## config.mk

```make
export PLATFORM = sky130hd
export DESIGN_NAME = cut_dump_sequencer
export DESIGN_NICKNAME = d
export VERILOG_FILES = /design/src/rtl/cds_pkg.sv /design/src/rtl/cds_accel_timer.sv /design/src/rtl/cds_slave_poller.sv /design/src/rtl/cds_own_dump.sv /design/src/rtl/cut_dump_sequencer.sv
export SDC_FILE = /design/constraint.sdc
export NUM_CORES = 1
export LEC_CHECK = 0
export BUFFER_PORTS_ARGS = -buffer_cell sky130_fd_sc_hd__buf_4
export CORE_MARGIN = 2
export CORE_UTILIZATION = 35
export CTS_BUF_LIST = sky130_fd_sc_hd__clkbuf_8
export CTS_CLUSTER_SIZE = 16
export DETAILED_ROUTE_END_ITERATION = 8
export HOLD_SLACK_MARGIN = 0.12
export PLACE_DENSITY_LB_ADDON = 0.15
export SLEW_MARGIN = 15
export SYNTH_ARGS = -nofsm -noshare
export SYNTH_HDL_FRONTEND = slang
export SYNTH_HIERARCHICAL = 1
export SYNTH_SLANG_ARGS = --single-unit
```

## constraint.sdc

```tcl
create_clock -name clk_i -period 3.3 [get_ports clk_i]
set_input_delay 0.165 -clock clk_i [delete_from_list [all_inputs] [get_ports clk_i]]
set_output_delay 0.165 -clock clk_i [all_outputs]
set_load 0.01 [all_outputs]
```

## src/rtl/cds_pkg.sv

```systemverilog
package cds_pkg;

   typedef enum logic [2:0] {
      ST_IDLE,
      ST_ACCEL,
      ST_SLV,
      ST_OWN,
      ST_DONE
   } cds_state_e;

endpackage

```

## src/rtl/cds_accel_timer.sv

```systemverilog
// Down counter that measures the statically scheduled accelerator phase.
module cds_accel_timer #(
   parameter int ACC_W = 12
) (
   input  logic             clk_i,
   input  logic             rst_ni,
   input  logic             load_i,
   input  logic [ACC_W-1:0] len_i,
   input  logic             run_i,
   output logic             expired_o
);

   logic [ACC_W-1:0] cnt_q;

   always_ff @(posedge clk_i or negedge rst_ni) begin
      if (!rst_ni) begin
         cnt_q <= '0;
      end else if (load_i) begin
         cnt_q <= len_i;
      end else if (run_i && (cnt_q != '0)) begin
         cnt_q <= cnt_q - ACC_W'(1);
      end
   end

   assign expired_o = (cnt_q == '0);

endmodule

```

## src/rtl/cds_slave_poller.sv

```systemverilog
// Gives each participating slave one handshaked turn on the bus.
module cds_slave_poller #(
   parameter int MAX_SLAVES = 8,
   parameter int TO_W       = 10,
   parameter bit ROTATE     = 1'b0,
   localparam int SN_W      = $clog2(MAX_SLAVES + 1),
   localparam int SI_W      = $clog2(MAX_SLAVES)
) (
   input  logic                  clk_i,
   input  logic                  rst_ni,
   input  logic                  begin_i,
   input  logic [SN_W-1:0]       n_i,
   input  logic [TO_W-1:0]       limit_i,
   input  logic                  active_i,
   input  logic [MAX_SLAVES-1:0] ack_i,
   output logic [MAX_SLAVES-1:0] grant_o,
   output logic                  last_o,
   output logic                  none_o,
   output logic [MAX_SLAVES-1:0] err_o
);

   logic [SN_W-1:0]       n_q;
   logic [TO_W-1:0]       limit_q;
   logic [SI_W-1:0]       cur_q;
   logic [SN_W-1:0]       left_q;
   logic [TO_W-1:0]       tcnt_q;
   logic [MAX_SLAVES-1:0] err_q;
   logic [SI_W-1:0]       first_idx;
   logic                  ack_cur;
   logic                  expire;
   logic                  finish;

   function automatic logic [SI_W-1:0] step_idx(input logic [SI_W-1:0] idx,
                                                input logic [SN_W-1:0] n);
      if (int'(idx) + 1 >= int'(n)) return '0;
      return idx + SI_W'(1);
   endfunction

   generate
      if (ROTATE) begin : g_rotate
         logic [SI_W-1:0] rot_q;
         assign first_idx = (int'(rot_q) < int'(n_i)) ? rot_q : '0;
         always_ff @(posedge clk_i or negedge rst_ni) begin
            if (!rst_ni) begin
               rot_q <= '0;
            end else if (begin_i && (n_i != '0)) begin
               rot_q <= step_idx(first_idx, n_i);
            end
         end
      end else begin : g_fixed
         assign first_idx = '0;
      end
   endgenerate

   assign ack_cur = ack_i[cur_q];
   assign expire  = (tcnt_q == limit_q);
   assign finish  = active_i && (ack_cur || expire);
   assign last_o  = finish && (left_q == SN_W'(1));
   assign none_o  = (n_q == '0);
   assign err_o   = err_q;

   always_ff @(posedge clk_i or negedge rst_ni) begin
      if (!rst_ni) begin
         n_q     <= '0;
         limit_q <= '0;
         cur_q   <= '0;
         left_q  <= '0;
         tcnt_q  <= '0;
         err_q   <= '0;
      end else if (begin_i) begin
         n_q     <= n_i;
         limit_q <= limit_i;
         cur_q   <= first_idx;
         left_q  <= n_i;
         tcnt_q  <= '0;
         err_q   <= '0;
      end else if (finish) begin
         if (!ack_cur) err_q[cur_q] <= 1'b1;
         cur_q  <= step_idx(cur_q, n_q);
         left_q <= left_q - SN_W'(1);
         tcnt_q <= '0;
      end else if (active_i) begin
         tcnt_q <= tcnt_q + TO_W'(1);
      end
   end

   generate
      for (genvar g = 0; g < MAX_SLAVES; g++) begin : g_grant
         assign grant_o[g] = active_i && (cur_q == SI_W'(g));
      end
   endgenerate

endmodule

```

## src/rtl/cds_own_dump.sv

```systemverilog
// Walks the master's own state words in index order.
module cds_own_dump #(
   parameter int WRD_W = 8
) (
   input  logic             clk_i,
   input  logic             rst_ni,
   input  logic             begin_i,
   input  logic [WRD_W-1:0] cnt_i,
   input  logic             active_i,
   output logic [WRD_W-1:0] idx_o,
   output logic             last_o,
   output logic             empty_o
);

   logic [WRD_W-1:0] cnt_q;
   logic [WRD_W-1:0] idx_q;

   always_ff @(posedge clk_i or negedge rst_ni) begin
      if (!rst_ni) begin
         cnt_q <= '0;
         idx_q <= '0;
      end else if (begin_i) begin
         cnt_q <= cnt_i;
         idx_q <= '0;
      end else if (active_i) begin
         idx_q <= idx_q + WRD_W'(1);
      end
   end

   assign idx_o   = active_i ? idx_q : '0;
   assign last_o  = active_i && (idx_q == cnt_q - WRD_W'(1));
   assign empty_o = (cnt_q == '0);

endmodule

```

## src/rtl/cut_dump_sequencer.sv

```systemverilog
module cut_dump_sequencer
   import cds_pkg::*;
#(
   parameter int MAX_SLAVES = 8,
   parameter int ACC_W      = 12,
   parameter int WRD_W      = 8,
   parameter int TO_W       = 10,
   parameter bit ROTATE     = 1'b0,
   localparam int SN_W      = $clog2(MAX_SLAVES + 1)
) (
   input  logic                  clk_i,
   input  logic                  rst_ni,
   input  logic                  trig_i,
   input  logic [SN_W-1:0]       cfg_slaves_i,
   input  logic [ACC_W-1:0]      cfg_accel_cyc_i,
   input  logic [WRD_W-1:0]      cfg_own_words_i,
   input  logic [TO_W-1:0]       cfg_ack_limit_i,
   output logic                  accel_start_o,
   output logic [MAX_SLAVES-1:0] slv_grant_o,
   input  logic [MAX_SLAVES-1:0] slv_ack_i,
   output logic [MAX_SLAVES-1:0] slv_timeout_o,
   output logic                  own_drv_o,
   output logic [WRD_W-1:0]      own_word_idx_o,
   output logic                  busy_o,
   output logic                  done_o
);

   initial begin
      if (MAX_SLAVES < 2 || MAX_SLAVES > 8)
         $error("cut_dump_sequencer: MAX_SLAVES must lie in 2..8");
      if (ACC_W < 1 || WRD_W < 1 || TO_W < 1)
         $error("cut_dump_sequencer: counter widths must be positive");
   end

   cds_state_e      state_q, state_d;
   logic            launch;
   logic            start_q;
   logic [SN_W-1:0] n_clamped;
   logic            acc_expired;
   logic            poll_last;
   logic            poll_none;
   logic            own_last;
   logic            own_empty;

   assign launch    = (state_q == ST_IDLE) && trig_i;
   assign n_clamped = (cfg_slaves_i > SN_W'(MAX_SLAVES)) ? SN_W'(MAX_SLAVES) : cfg_slaves_i;

   cds_accel_timer #(.ACC_W(ACC_W)) i_timer (
      .clk_i     (clk_i),
      .rst_ni    (rst_ni),
      .load_i    (launch),
      .len_i     (cfg_accel_cyc_i),
      .run_i     (state_q == ST_ACCEL),
      .expired_o (acc_expired)
   );

   cds_slave_poller #(
      .MAX_SLAVES (MAX_SLAVES),
      .TO_W       (TO_W),
      .ROTATE     (ROTATE)
   ) i_poller (
      .clk_i    (clk_i),
      .rst_ni   (rst_ni),
      .begin_i  (launch),
      .n_i      (n_clamped),
      .limit_i  (cfg_ack_limit_i),
      .active_i (state_q == ST_SLV),
      .ack_i    (slv_ack_i),
      .grant_o  (slv_grant_o),
      .last_o   (poll_last),
      .none_o   (poll_none),
      .err_o    (slv_timeout_o)
   );

   cds_own_dump #(.WRD_W(WRD_W)) i_own (
      .clk_i    (clk_i),
      .rst_ni   (rst_ni),
      .begin_i  (launch),
      .cnt_i    (cfg_own_words_i),
      .active_i (state_q == ST_OWN),
      .idx_o    (own_word_idx_o),
      .last_o   (own_last),
      .empty_o  (own_empty)
   );

   always_comb begin
      state_d = state_q;
      unique case (state_q)
         ST_IDLE:  if (trig_i) state_d = ST_ACCEL;
         ST_ACCEL: if (acc_expired) begin
                      if (!poll_none)     state_d = ST_SLV;
                      else if (own_empty) state_d = ST_DONE;
                      else                state_d = ST_OWN;
                   end
         ST_SLV:   if (poll_last) state_d = own_empty ? ST_DONE : ST_OWN;
         ST_OWN:   if (own_last) state_d = ST_DONE;
         ST_DONE:  state_d = ST_IDLE;
         default:  state_d = ST_IDLE;
      endcase
   end

   always_ff @(posedge clk_i or negedge rst_ni) begin
      if (!rst_ni) begin
         state_q <= ST_IDLE;
         start_q <= 1'b0;
      end else begin
         state_q <= state_d;
         start_q <= launch;
      end
   end

   assign accel_start_o = start_q;
   assign own_drv_o     = (state_q == ST_OWN);
   assign busy_o        = (state_q != ST_IDLE);
   assign done_o        = (state_q == ST_DONE);

endmodule

```

==> impl_results.md <==
- Via count: 3694
- Count of cell types in the netlist: 74
- Worst reg2reg path startpoint: state_q[1]
- Most used DFF post-synth: dfrtp_1
- FFs w/ async S/R, synth: 1.00
- Startpoint types: flop
- GRT met3 Usage: 0.0371
- CP max stage cell: or3_1
- Worst-Skew Late Latency: 0.37 ns
- Area of the core: 12100 sq um
- Min-Delay Path Class: in2reg
- Syn_area_per_cell: 9.63 sq um
- Crit-path cells: inv_1 > nor3_2 > nand4_1 > or3_1 > nand2_2 > and3_1 > nand3b_1 > a221oi_1
- Most common cell in the synthesized netlist: dfrtp_1
- H-Tree Depth: 3
- Vias in the first global route: around 3600
- CP max stage delay: about 0.58 ns
- Via density: 5.07
- Pwr/cell area: 645 nW/um^2
- Clock skew: approximately 0.013 ns
- I/O Buffers: between 70 and 80
- Post-synth top cells: dfrtp_1 (71), nor2_1 (40), nand2_1 (35)
- Pre-antenna DRT Iters: 4
- Seq cells post-synth: 71
- Hold Crit Start: cfg_accel_cyc_i[11]
- Post-CTS Setup Inserts: 0
- Hold Path Stages: 4
- Yosys top cell area share: 0.405
- Crit Path Max Fanout: 10
- Fill cell count: 1198
- Maximum capacitance violations: 0
- Slew @ Worst Pin: 0.939 ns
- Crit path DAT: 2.75 ns
- Worst endpoint required time: 3.57 ns
- Die Area: 13500 sq um
- Setup crit end kind: flop
- Reg2reg path depth: 8
- Area grow syn2layout: 28.2%
- Worst-path clk slew: 0.08 ns
- Status: complete, no violations
- Chip width: 116 microns
- Maximum clock frequency: 402 MHz
- Clock power share: 0.226
- Layout cell share with drive strength beyond 1: 0.232
- Synth warn: 6
- First-pass GRT wire length: 17400 microns
- P_leak: 0.00245 uW
- Synthesized net count: 519
- Slew HR: 0.374
- Sw frac: 0.372
- Die Y: about 120 microns
- Post-Synthesis Cell Area: 4390 sq um
- Flop pwr share: 0.400
- Post-Syn Instances: 456
- Final Hold Vio Count: 0
- WHS: 0.136 ns
- Drt first-iter violations: 218
- Antenna viol nets, final: 0
- Residual DRC: 0
- Cts bufs inserted: 9
- Row Count: 40
- Initial core utilization: 0.363
- Largest net degree at the start of global routing: 72
- Largest cells by area after synthesis: dfrtp_1 (40%), ha_1 (5.1%), xnor2_1 (4.6%), mux2_2 (4.1%), nor2_1 (3.4%)
- Largest area contributor in the netlist: dfrtp_1
- EDFF count, synth: 0
- Internal power: 2280 uW
- Worst vdd ir: 0.000354 V
- Sink Count: 71
- Met1 Use GR: 0.220
- Hold Path End: i_timer/cnt_q[11]
- Final Max Slew Viols: 0
- R2R Path End: state_q[0]
- Total global-route track usage: 0.164
- Antenna violations before repair: 0
- # diodes: 0
- Combinational Power Share: 0.375
- CTS Buffer Depth: 2
- Final critical-path required period: 2.49 ns
- Setup Viol. Count Final: 0
- HPWL after detailed placement: 7160 microns
- Final WL: approximately 10000 microns
- DR WL/cell: 14.2 microns
- RD Place Congestion: roughly 0.75
- Root buffer cell: clkbuf_8
- Final #Nets: 619
- Final Cycle Share: 0.753
- CTS tree: yes
- Met2 usage: 0.263
- RSZ-0062 raised after global routing: false
- Worst setup path class: reg2reg
- Total grt overflow: 0
- Setup TNS: 0 ns
- Sequential share of the synthesized area: 0.405
- Psw: 1350 uW
- Most used routing layer: met2
- R2r setup slk: 0.81 ns
- I/O Pins: 73
[area by class of cell]
type                       instances  area (sq um)  share of cell area
clock buffer                      11           151              0.0269
sequential                        71          1780               0.316
tap                              168           210              0.0373
timing repair buffer             109           908               0.161
multi-input combinational        341          2410               0.429
clock inverter                     5          80.1              0.0142
inverter                          24          90.1              0.0160
[state kept, by name, indices dropped and copies added (netlist names), 4 cells and up]
register,flops
i_own/idx_q,8
i_poller/tcnt_q,10
i_poller/n_q,4
i_poller/limit_q,10
i_poller/err_o,8
i_own/cnt_q,8
i_timer/cnt_q,12
i_poller/left_q,4
[through the flow]
stage,instances,cell area [sq um],total power (uW),worst slack [ns],util
after global routing,729,5630,3940,0.612,0.465
after detailed placement,682,5090,2810,0.819,0.420
final,729,5630,3630,0.815,0.465
after floorplan,456,4390,2430,0.810,-
after CTS,729,5630,3670,0.806,0.465
after global placement,682,5090,2770,0.913,0.420
[critical path, delay by kind of cell (launching register included)]
kind	cells	cell delay, ns
compound gates	1	0.27
simple gates	6	1.51
buf+inv	1	0.13
flops	1	0.49
[power groups by stage]
stage	Clock (uW)	Sequential (uW)	Combinational [uW]
2_1_floorplan	0	1370	1060
3_3_place_gp	0	1460	1310
3_5_place_dp	0	1470	1340
4_1_cts	842	1460	1370
5_1_grt	888	1510	1540
6_report	819	1450	1360
[layout by cell type, fill, tap and decap left out, drive strengths merged, types with 17 or more instances in the layout]
cell type,instances
dfrtp,71
mux2,17
inv,24
nor2,40
o21ai,22
xnor2,23
dlygate4sd3,31
nand2,36
ha,18
buf,78
[routing by layer]
layer	vias to the layer above	share of wire	wire, microns
met5	-	0	0
met4	0	0.015	156
met3	16	0.045	468
met2	71	0.47	4900
met1	1776	0.47	4810
li1	1831	-	-
[logic make-up (layout without fill, tap and decap cells)]
| kind of cell | after synthesis | in the layout | share of synthesized area |
|---|---|---|---|
| multiplexers | 23 | 23 | 0.0573 |
| XOR/XNOR | 31 | 31 | 0.0618 |
| buffers and inverters | 44 | 149 | 0.0490 |
| AND/OR/NAND/NOR | 191 | 191 | 0.246 |
| flip-flops | 71 | 71 | 0.405 |
| AO/OA/AOI/OAI | 78 | 78 | 0.130 |
| adder cells (fa/ha/maj) | 18 | 18 | 0.0513 |
[worst max path at each step]
stage                          start                   to  slack (ns)  cells past startpoint
final                     state_q[1]           state_q[0]        0.81                      8
after global routing      state_q[1]           state_q[0]        0.61                      8
after CTS                 state_q[1]           state_q[0]        0.81                      8
after detailed placement  state_q[1]           state_q[0]        0.82                      8
after global placement    state_q[0]   i_poller/tcnt_q[6]        0.91                      7
after floorplan           state_q[1]  i_poller/limit_q[2]        0.81                      6
[repair_timing]
action	4_1_cts	5_1_grt
hold buffers	31	0
endpoints found under the hold margin	102	0
resized for setup	0	0
No activity file was read; power rests on OpenSTA's default activity.
